## config.mk

```make
export PLATFORM = sky130hd
export DESIGN_NAME = fcs_tx_append
export DESIGN_NICKNAME = d
export VERILOG_FILES = /design/src/rtl/fcs_pkg.sv /design/src/rtl/fcs_bit_reverse.sv /design/src/rtl/fcs_crc_core.sv /design/src/rtl/fcs_tx_ctrl.sv /design/src/rtl/fcs_tx_append.sv
export SDC_FILE = /design/constraint.sdc
export NUM_CORES = 1
export LEC_CHECK = 0
export ABC_AREA = 1
export BUFFER_PORTS_ARGS = -buffer_cell sky130_fd_sc_hd__buf_2
export CAP_MARGIN = 20
export CORE_ASPECT_RATIO = 0.5
export CORE_UTILIZATION = 35
export DETAILED_ROUTE_END_ITERATION = 10
export PLACE_DENSITY = 0.55
export SLEW_MARGIN = 20
export SYNTH_ARGS = -nofsm -noshare
export SYNTH_HDL_FRONTEND = slang
export SYNTH_SLANG_ARGS = --single-unit
```

## constraint.sdc

```tcl
create_clock -name clk -period 1.85 [get_ports clk]
set_input_delay 0.555 -clock clk [delete_from_list [all_inputs] [get_ports clk]]
set_output_delay 0.555 -clock clk [all_outputs]
set_load 0.05 [all_outputs]
```

## src/rtl/fcs_pkg.sv

```systemverilog
package fcs_pkg;

    typedef enum logic [1:0] {
        ST_IDLE    = 2'd0,
        ST_PAYLOAD = 2'd1,
        ST_FCS     = 2'd2
    } fcs_state_t;

    localparam logic [31:0] CRC32_POLY = 32'h04C1_1DB7;
    localparam logic [31:0] CRC32_INIT = 32'hFFFF_FFFF;

endpackage

```

## src/rtl/fcs_bit_reverse.sv

```systemverilog
module fcs_bit_reverse #(
    parameter int W = 8
) (
    input  logic [W-1:0] din,
    output logic [W-1:0] dout
);

    for (genvar g = 0; g < W; g++) begin : g_rev
        assign dout[g] = din[W-1-g];
    end

endmodule

```

## src/rtl/fcs_crc_core.sv

```systemverilog
module fcs_crc_core #(
    parameter int          DW   = 8,
    parameter int          CW   = 32,
    parameter logic [CW-1:0] POLY = fcs_pkg::CRC32_POLY,
    parameter logic [CW-1:0] INIT = fcs_pkg::CRC32_INIT
) (
    input  logic          clk,
    input  logic          rst_n,
    input  logic          upd,
    input  logic          restart,
    input  logic [DW-1:0] din,
    output logic [CW-1:0] crc
);

    logic [CW-1:0] base;
    logic [CW-1:0] stepped;

    // One full input word per cycle, most significant input bit first.
    function automatic logic [CW-1:0] crc_step(input logic [CW-1:0] c,
                                               input logic [DW-1:0] d);
        logic [CW-1:0] r;
        logic          fb;
        r = c;
        for (int i = DW - 1; i >= 0; i--) begin
            fb = r[CW-1] ^ d[i];
            r  = {r[CW-2:0], 1'b0} ^ (fb ? POLY : '0);
        end
        return r;
    endfunction

    always_comb begin
        base    = restart ? INIT : crc;
        stepped = crc_step(base, din);
    end

    always_ff @(posedge clk) begin
        if (!rst_n) begin
            crc <= INIT;
        end else if (upd) begin
            crc <= stepped;
        end
    end


    hold_when_idle_chk: assert property (@(posedge clk) disable iff (!rst_n)
        !upd |=> $stable(crc));

endmodule

```

## src/rtl/fcs_tx_ctrl.sv

```systemverilog
module fcs_tx_ctrl #(
    parameter int FCS_BYTES = 4,
    localparam int IW = (FCS_BYTES > 1) ? $clog2(FCS_BYTES) : 1
) (
    input  logic          clk,
    input  logic          rst_n,
    input  logic          in_valid,
    input  logic          in_sof,
    input  logic          in_last,
    output logic          in_ready,
    output logic          accept,
    output logic          restart,
    output logic          fcs_emit,
    output logic          fcs_final,
    output logic [IW-1:0] fcs_idx
);
    import fcs_pkg::*;

    localparam logic [IW-1:0] IDX_LAST = IW'(FCS_BYTES - 1);

    fcs_state_t    state, state_nx;
    logic [IW-1:0] idx_nx;

    // State register
    always_ff @(posedge clk) begin
        if (!rst_n) begin
            state   <= ST_IDLE;
            fcs_idx <= '0;
        end else begin
            state   <= state_nx;
            fcs_idx <= idx_nx;
        end
    end

    // Next state and outputs
    always_comb begin
        state_nx  = state;
        idx_nx    = fcs_idx;
        in_ready  = 1'b1;
        accept    = 1'b0;
        restart   = 1'b0;
        fcs_emit  = 1'b0;
        fcs_final = 1'b0;
        unique case (state)
            ST_IDLE: begin
                accept  = in_valid && in_sof;
                restart = accept;
                if (accept) begin
                    idx_nx = '0;
                    // SINGLE_BYTE or SOF_SEEN
                    state_nx = in_last ? ST_FCS : ST_PAYLOAD;
                end
            end
            ST_PAYLOAD: begin
                accept = in_valid;
                if (accept && in_last) begin
                    idx_nx   = '0;
                    state_nx = ST_FCS;  // TAIL_REACHED
                end
            end
            ST_FCS: begin
                in_ready  = 1'b0;
                fcs_emit  = 1'b1;
                fcs_final = (fcs_idx == IDX_LAST);
                if (fcs_final) begin
                    idx_nx   = '0;
                    state_nx = ST_IDLE; // FCS_DONE
                end else begin
                    idx_nx = fcs_idx + 1'b1;
                end
            end
            default: begin
                state_nx = ST_IDLE;
                idx_nx   = '0;
            end
        endcase
    end


    ready_drop_cause_chk: assert property (@(posedge clk) disable iff (!rst_n)
        $fell(in_ready) |-> $past(in_valid && in_last));


    idle_drop_chk: assert property (@(posedge clk) disable iff (!rst_n)
        (state == ST_IDLE && !in_sof) |=> (state == ST_IDLE));

endmodule

```

## src/rtl/fcs_tx_append.sv

```systemverilog
module fcs_tx_append #(
    parameter int DATA_W = 8,
    parameter int CRC_W  = 32
) (
    input  logic              clk,
    input  logic              rst_n,
    input  logic [DATA_W-1:0] in_data,
    input  logic              in_valid,
    input  logic              in_sof,
    input  logic              in_last,
    output logic              in_ready,
    output logic [DATA_W-1:0] out_data,
    output logic              out_valid,
    output logic              out_last
);
    localparam int FCS_BYTES = CRC_W / DATA_W;
    localparam int IW        = (FCS_BYTES > 1) ? $clog2(FCS_BYTES) : 1;

    logic              accept;
    logic              restart;
    logic              fcs_emit;
    logic              fcs_final;
    logic [IW-1:0]     fcs_idx;
    logic [DATA_W-1:0] data_rev;
    logic [CRC_W-1:0]  crc;
    logic [CRC_W-1:0]  crc_inv;
    logic [CRC_W-1:0]  fcs_word;
    logic [DATA_W-1:0] fcs_byte;

    fcs_tx_ctrl #(.FCS_BYTES(FCS_BYTES)) ctrl_i (
        .clk       (clk),
        .rst_n     (rst_n),
        .in_valid  (in_valid),
        .in_sof    (in_sof),
        .in_last   (in_last),
        .in_ready  (in_ready),
        .accept    (accept),
        .restart   (restart),
        .fcs_emit  (fcs_emit),
        .fcs_final (fcs_final),
        .fcs_idx   (fcs_idx)
    );

    fcs_bit_reverse #(.W(DATA_W)) rev_in_i (
        .din  (in_data),
        .dout (data_rev)
    );

    fcs_crc_core #(.DW(DATA_W), .CW(CRC_W)) crc_i (
        .clk     (clk),
        .rst_n   (rst_n),
        .upd     (accept),
        .restart (restart),
        .din     (data_rev),
        .crc     (crc)
    );

    assign crc_inv = ~crc;

    fcs_bit_reverse #(.W(CRC_W)) rev_out_i (
        .din  (crc_inv),
        .dout (fcs_word)
    );

    // Most significant byte of the check word goes out first.
    always_comb begin
        fcs_byte = '0;
        for (int b = 0; b < FCS_BYTES; b++) begin
            if (fcs_idx == IW'(b)) begin
                fcs_byte = fcs_word[CRC_W-1-b*DATA_W -: DATA_W];
            end
        end
    end

    always_ff @(posedge clk) begin
        if (!rst_n) begin
            out_valid <= 1'b0;
            out_last  <= 1'b0;
            out_data  <= '0;
        end else if (accept) begin
            out_valid <= 1'b1;
            out_last  <= 1'b0;
            out_data  <= in_data;
        end else if (fcs_emit) begin
            out_valid <= 1'b1;
            out_last  <= fcs_final;
            out_data  <= fcs_byte;
        end else begin
            out_valid <= 1'b0;
            out_last  <= 1'b0;
        end
    end


    pass_through_chk: assert property (@(posedge clk) disable iff (!rst_n)
        (in_valid && in_ready && accept) |=> (out_valid && !out_last && out_data == $past(in_data)));


    last_has_valid_chk: assert property (@(posedge clk) disable iff (!rst_n)
        out_last |-> out_valid);


    ready_after_last_chk: assert property (@(posedge clk) disable iff (!rst_n)
        out_last |-> in_ready);

endmodule

```

# ---- Word level (Yosys, flattened, before mapping)
# Index checks and enable logic that the tools add are counted.
dict set report classes {
  shift 0
  bitwise 20
  mul 0
  div 0
  n_lt_le_gt_ge 0
  addsub 1
  muxes 30
  reduce_logical 8
  eq_ne 8
}
# operator count
set op_table {}
lappend op_table {{$xor A32 B32 Y32} 8}
lappend op_table {{$mux W27} 8}
lappend op_table {{$mux W8} 6}
lappend op_table {{$mux W32} 1}
lappend op_table {{$not A32 Y32} 1}
lappend op_table {{$mux W2} 7}
lappend op_table {{$pmux W2 S3} 2}
lappend op_table {{$xor A1 B1 Y1} 8}
lappend op_table {{$eq A2 B2 Y1 const B} 3}
lappend op_table {{$mux W1} 5}
lappend op_table {{$eq A2 B1 Y1 const B} 2}
lappend op_table {{$logic_not A2 Y1} 2}
lappend op_table {{$ne A2 B1 Y1 const B} 2}
lappend op_table {{$reduce_or A4 Y1} 1}
lappend op_table {{$not A1 Y1} 3}
lappend op_table {{$reduce_and A3 Y1} 1}
lappend op_table {{$add A2 B1 Y2 const B} 1}
lappend op_table {{$logic_and A1 B1 Y1} 2}
lappend op_table {{$ne A2 B2 Y1 const B} 1}
lappend op_table {{$pmux W1 S2} 1}
lappend op_table {{$reduce_and A2 Y1} 1}
lappend op_table {{$reduce_bool A2 Y1} 1}
dict set report totals {
  memories 0
  ram_bits 0
  mem_bits_ro 0
  word_cells 73
  latchBits 0
  regBits 46
}

# ---- Longest topological paths before layout
dict set report logic_depth {
  word_depth 27
  ltp_mapped 16
}

# ---- Cells and area by module
# A second synthesis with hierarchy kept.
dict set report hier_totals {
  cells_unflattened 600
  area_unflattened_um2 3751.1
}
# module seq_area_each_um2 area_per_inst_um2 cells_per_inst instances
set modules_own_cells {}
lappend modules_own_cells {fcs_crc_core 640.6 2458.6 391 1}
lappend modules_own_cells {fcs_tx_append 200.2 735.7 130 1}
lappend modules_own_cells {fcs_tx_ctrl 80.1 256.5 39 1}
lappend modules_own_cells {{fcs_bit_reverse at rev_out_i} 0.0 240.2 32 1}
lappend modules_own_cells {{fcs_bit_reverse at rev_in_i} 0.0 60.1 8 1}

# ---- Worst setup path before layout
# Ideal clock, no wire load.
dict set report synth_path {
  path_kind {input -> register}
  from {in in_sof}
  to {reg crc_i.crc[10]}
  arrival_time_ns 1.772
  setup_ns 0.114
  setup_slack_ns -0.036
  stages 13
  path_cell_list {nand2_2 > inv_2 > nand2_4 > buf_12 > buf_8 > nand3_4 > nand2_4 > nand2_1 > nand2_4 > xor2_1 > nand2_1 > nand3_1 > nand2_1}
}
dict set report synth_via {
  elab_chain_len 15
}
# element line_no
set synth_lines {}
lappend synth_lines {{from (decl)} fcs_tx_append.sv:9} ;# input logic in_sof,
lappend synth_lines {{$logic_and A1 B1 Y1 *} fcs_tx_ctrl.sv:46} ;# accept = in_valid && in_sof;
lappend synth_lines {{$mux W1} fcs_tx_ctrl.sv:44} ;# unique case (state)
lappend synth_lines {{$mux W32} fcs_crc_core.sv:32} ;# base = restart ? INIT : crc;
lappend synth_lines {{$xor A32 B32 Y32} fcs_crc_core.sv:26} ;# r = {r[CW-2:0], 1'b0} ^ (fb ? POLY : '0);
lappend synth_lines {{$xor A1 B1 Y1} fcs_crc_core.sv:25} ;# fb = r[CW-1] ^ d[i];
lappend synth_lines {{$mux W27} fcs_crc_core.sv:26}
lappend synth_lines {{$xor A32 B32 Y32 (6 in a row)} fcs_crc_core.sv:26}
lappend synth_lines {{$xor A1 B1 Y1} fcs_crc_core.sv:25}
lappend synth_lines {{$mux W27} fcs_crc_core.sv:26}
lappend synth_lines {{$xor A32 B32 Y32} fcs_crc_core.sv:26}
lappend synth_lines {{to (signal assigned)} fcs_crc_core.sv:40} ;# crc <= stepped;
lappend synth_lines {{to (decl)} fcs_crc_core.sv:12} ;# output logic [CW-1:0] crc
# Mark *: on every way between the ends. The rest lies on a longest branch, timed or not.
# A chain may end at the register's enable or synchronous reset.

# ---- Final worst setup path
dict set report layout_path {
  from {reg ctrl_i.state[1]}
  to {reg crc_i.crc[13]}
}
dict set report layout_via {
  elab_chain_len 15
}
# element line_no
set layout_lines {}
lappend layout_lines {{from (decl)} fcs_tx_ctrl.sv:21} ;# fcs_state_t state, state_nx;
lappend layout_lines {{from (signal assigned)} fcs_tx_ctrl.sv:30} ;# state <= state_nx;
lappend layout_lines {{$logic_not A2 Y1} fcs_tx_ctrl.sv:44}
lappend layout_lines {{$mux W1} fcs_tx_ctrl.sv:44}
lappend layout_lines {{$mux W32} fcs_crc_core.sv:32}
lappend layout_lines {{$xor A1 B1 Y1} fcs_crc_core.sv:25}
lappend layout_lines {{$mux W27} fcs_crc_core.sv:26}
lappend layout_lines {{$xor A32 B32 Y32 (6 in a row)} fcs_crc_core.sv:26}
lappend layout_lines {{$xor A1 B1 Y1} fcs_crc_core.sv:25}
lappend layout_lines {{$mux W27} fcs_crc_core.sv:26}
lappend layout_lines {{$xor A32 B32 Y32 (2 in a row)} fcs_crc_core.sv:26}
# Parallel ways exist; a longest one is shown, timed or not.

==> run metrics <==
r2r setup slk 10 ps; Req. time, crit path 2050 ps; clk slew on worst S/H paths 70 ps; Worst setup EP type flip-flop; Layout Utilization 0.498; vias per cell 5.01; row cnt 24; hold path depth 2; Die Width 140 um; YS warnings 0; Post-synth top cells 139 x nand2_1, 57 x inv_1, 46 x dfxtp_1; # DRC 0; IO Pins 24; largest net degree at the start of global routing 35; Final HPWL DP 7870 um; Area growth, synth to finish 34.2%; Syn Area/Cell 6.65 um^2; core area 8980 um^2; Most used DFF post-synth dfxtp_1; Least-Margin Pin Slew 386 ps; VDD IR max 332 uV; crit path DAT 2030 ps; net count after synthesis 518; WL/cell 15.6 um; worst setup path class flip-flop to flip-flop; CTS root buf clkbuf_16; largest cells by area after synthesis dfxtp_1 28%, nand2_1 16%, nand3_1 6.5%; fin crit period 1840 ps; CTS HTree Levels 2; Final Cycle Share 0.993; Yosys cell types 38; clock skew 4.57 ps; Tot Pwr 4.33 mW; most frequent cell after synthesis nand2_1; dpl ws -346 ps; Antenna Cells 0; PD cells 970 nW/um^2; Yosys reg bits 46; Slew Viols, Final 0; Clock Latency Late Sink 300 ps; Crit Reg-Reg Endpoint crc_i.crc[13]; die area 9930 um^2; first-pass GRT wire length 17100 um; effective utilization at floorplan 0.371; sequential area share after synthesis 0.276; CTS tree done; Peak Freq 0.544 GHz; Pre-Repair DR Iteration Count 5; Max clock buf depth 2; RD Place Congestion 0.862; CTS hold repair buffers 0; via count 3463; clk sinks 46; Max-cap violations 0; vias in the first global route 3176; die height 71.0 um; antenna viol nets, final 0; Critical R2R Launch ctrl_i.state[1]; Worst Reg-to-Reg Cells 12; Hold Path Origin out_data[6]; nets 591; setup TNS 0 ps; Slew HR 0.743; status completed; I/O Buffers 23; final worst slack 13.3 ps; share of layout cells above drive strength 1 0.312; fraction of registers with async set/reset 0; Mapped Cells 501; number of flops mapped to enable cells by yosys 0; area leader, netlist dfxtp_1; Hold Path Class flip-flop to flip-flop; Hold EP out_data[6]; Synth Cell Area 3330 um^2; Hold Vio Cnt, Final 0; unrepaired setup endpoints after global routing true; # setup viols final 0; All-Layer GR Usage 0.226; initial antenna violation count 0; number of CTS-inserted buffers 5; total gr overflow 0; startpoint types flip-flop; leak pwr 2.18 nW; top-area cell type share of the netlist area 0.276; crit-path max FO 7; routed wire length 10800 um; Initial DRC Count 365
## cells by family after synthesis
group | share of synthesized area
and+or+nand+nor | 0.345
AOI/OAI and AO/OA | 0.166
buffers and inverters | 0.101
DFF | 0.276
xor gates and xnor gates | 0.0969
adders and majority gates | 0.0150
## cell usage in the layout, fill, tap and decap left out, types with 3 or more instances in the layout
master	n
o21ai_1	5
nand3_2	5
nor2_1	21
inv_1	55
xnor2_1	4
nor2_2	3
buf_2	21
o21ai_0	36
xor2_4	3
clkbuf_16	5
nor3_1	3
dfxtp_1	44
o21bai_1	3
nand2_8	3
nand3_1	41
a31oi_1	7
nor2_4	3
xor2_1	19
a21oi_1	15
buf_6	6
o211ai_1	16
a32oi_1	3
nand2_2	35
xor2_2	5
ha_1	3
inv_4	3
nand2_1	112
nand2_4	16
buf_4	54
buf_12	3
## worst max-delay path, stage by stage, from the launching register on
cell     delay [ps]
dfxtp_2         340
nor2_4          140
nand2_4         100
buf_8           150
nand2_2          70
nand2_2          70
nand2_4         170
buf_6           140
xor2_4          180
xor2_1          170
nand2_1          80
nand3_2          80
nand2_1          40
## stage by stage
step / hold slack (ps) / area, um^2 / cells
after global routing: 505 / 4470 / 691
after detailed placement: 470 / 3930 / 671
final: 480 / 4470 / 691
after CTS: 485 / 4150 / 681
after global placement: 459 / 3930 / 671
after floorplan: 438 / 3360 / 501
## per-layer routing
layer / global-route usage / routed length, um
met5: 0 / 0
met1: 0.340 / 5640
met2: 0.323 / 4350
met3: 0.0521 / 735
met4: 0.0440 / 72
## power breakdown
| part | internal [mW] | switching, mW | total, mW | leakage, nW |
|---|---|---|---|---|
| Sequential | 1.12 | 0.0803 | 1.20 | 0.380 |
| Combinational | 0.800 | 1.25 | 2.05 | 1.72 |
| Clock | 0.668 | 0.417 | 1.09 | 0.0829 |
## how the worst max path moves through the flow
| stage | slack, ps | end | depth (start not counted) | startpoint |
|---|---|---|---|---|
| 2_1_floorplan | 20 | crc_i.crc[15] | 13 | in_sof |
| 3_3_place_gp | -330 | crc_i.crc[11] | 16 | in_sof |
| 3_5_place_dp | -350 | crc_i.crc[11] | 16 | in_sof |
| 4_1_cts | -10 | crc_i.crc[11] | 14 | ctrl_i.state[0] |
| 5_1_grt | -40 | crc_i.crc[5] | 12 | ctrl_i.state[1] |
| 6_report | 10 | crc_i.crc[13] | 12 | ctrl_i.state[1] |
## registers in the layout (all words and copies together), names as in the netlist
signal and count:
out_valid 1, ctrl_i.state 2, ctrl_i.fcs_idx 2, out_data 8, crc_i.crc 32, out_last 1
## timing repair
action                     CTS  global route
buffers inserted             2            11
pin swaps                    5            27
setup endpoints to repair   11            28
cloned                       1             0
gates resized for setup      5            68
## final cells by class
cell class                 instances  area [um^2]
fill                             884         4510
tap                              117          146
clock buffer                       6          139
sequential                        46          923
multi-input combinational        375         2340
inverter                          61          240
timing repair buffer              85          653
clock inverter                     1         30.0
Note: power is estimated with default switching activity, not from simulation.
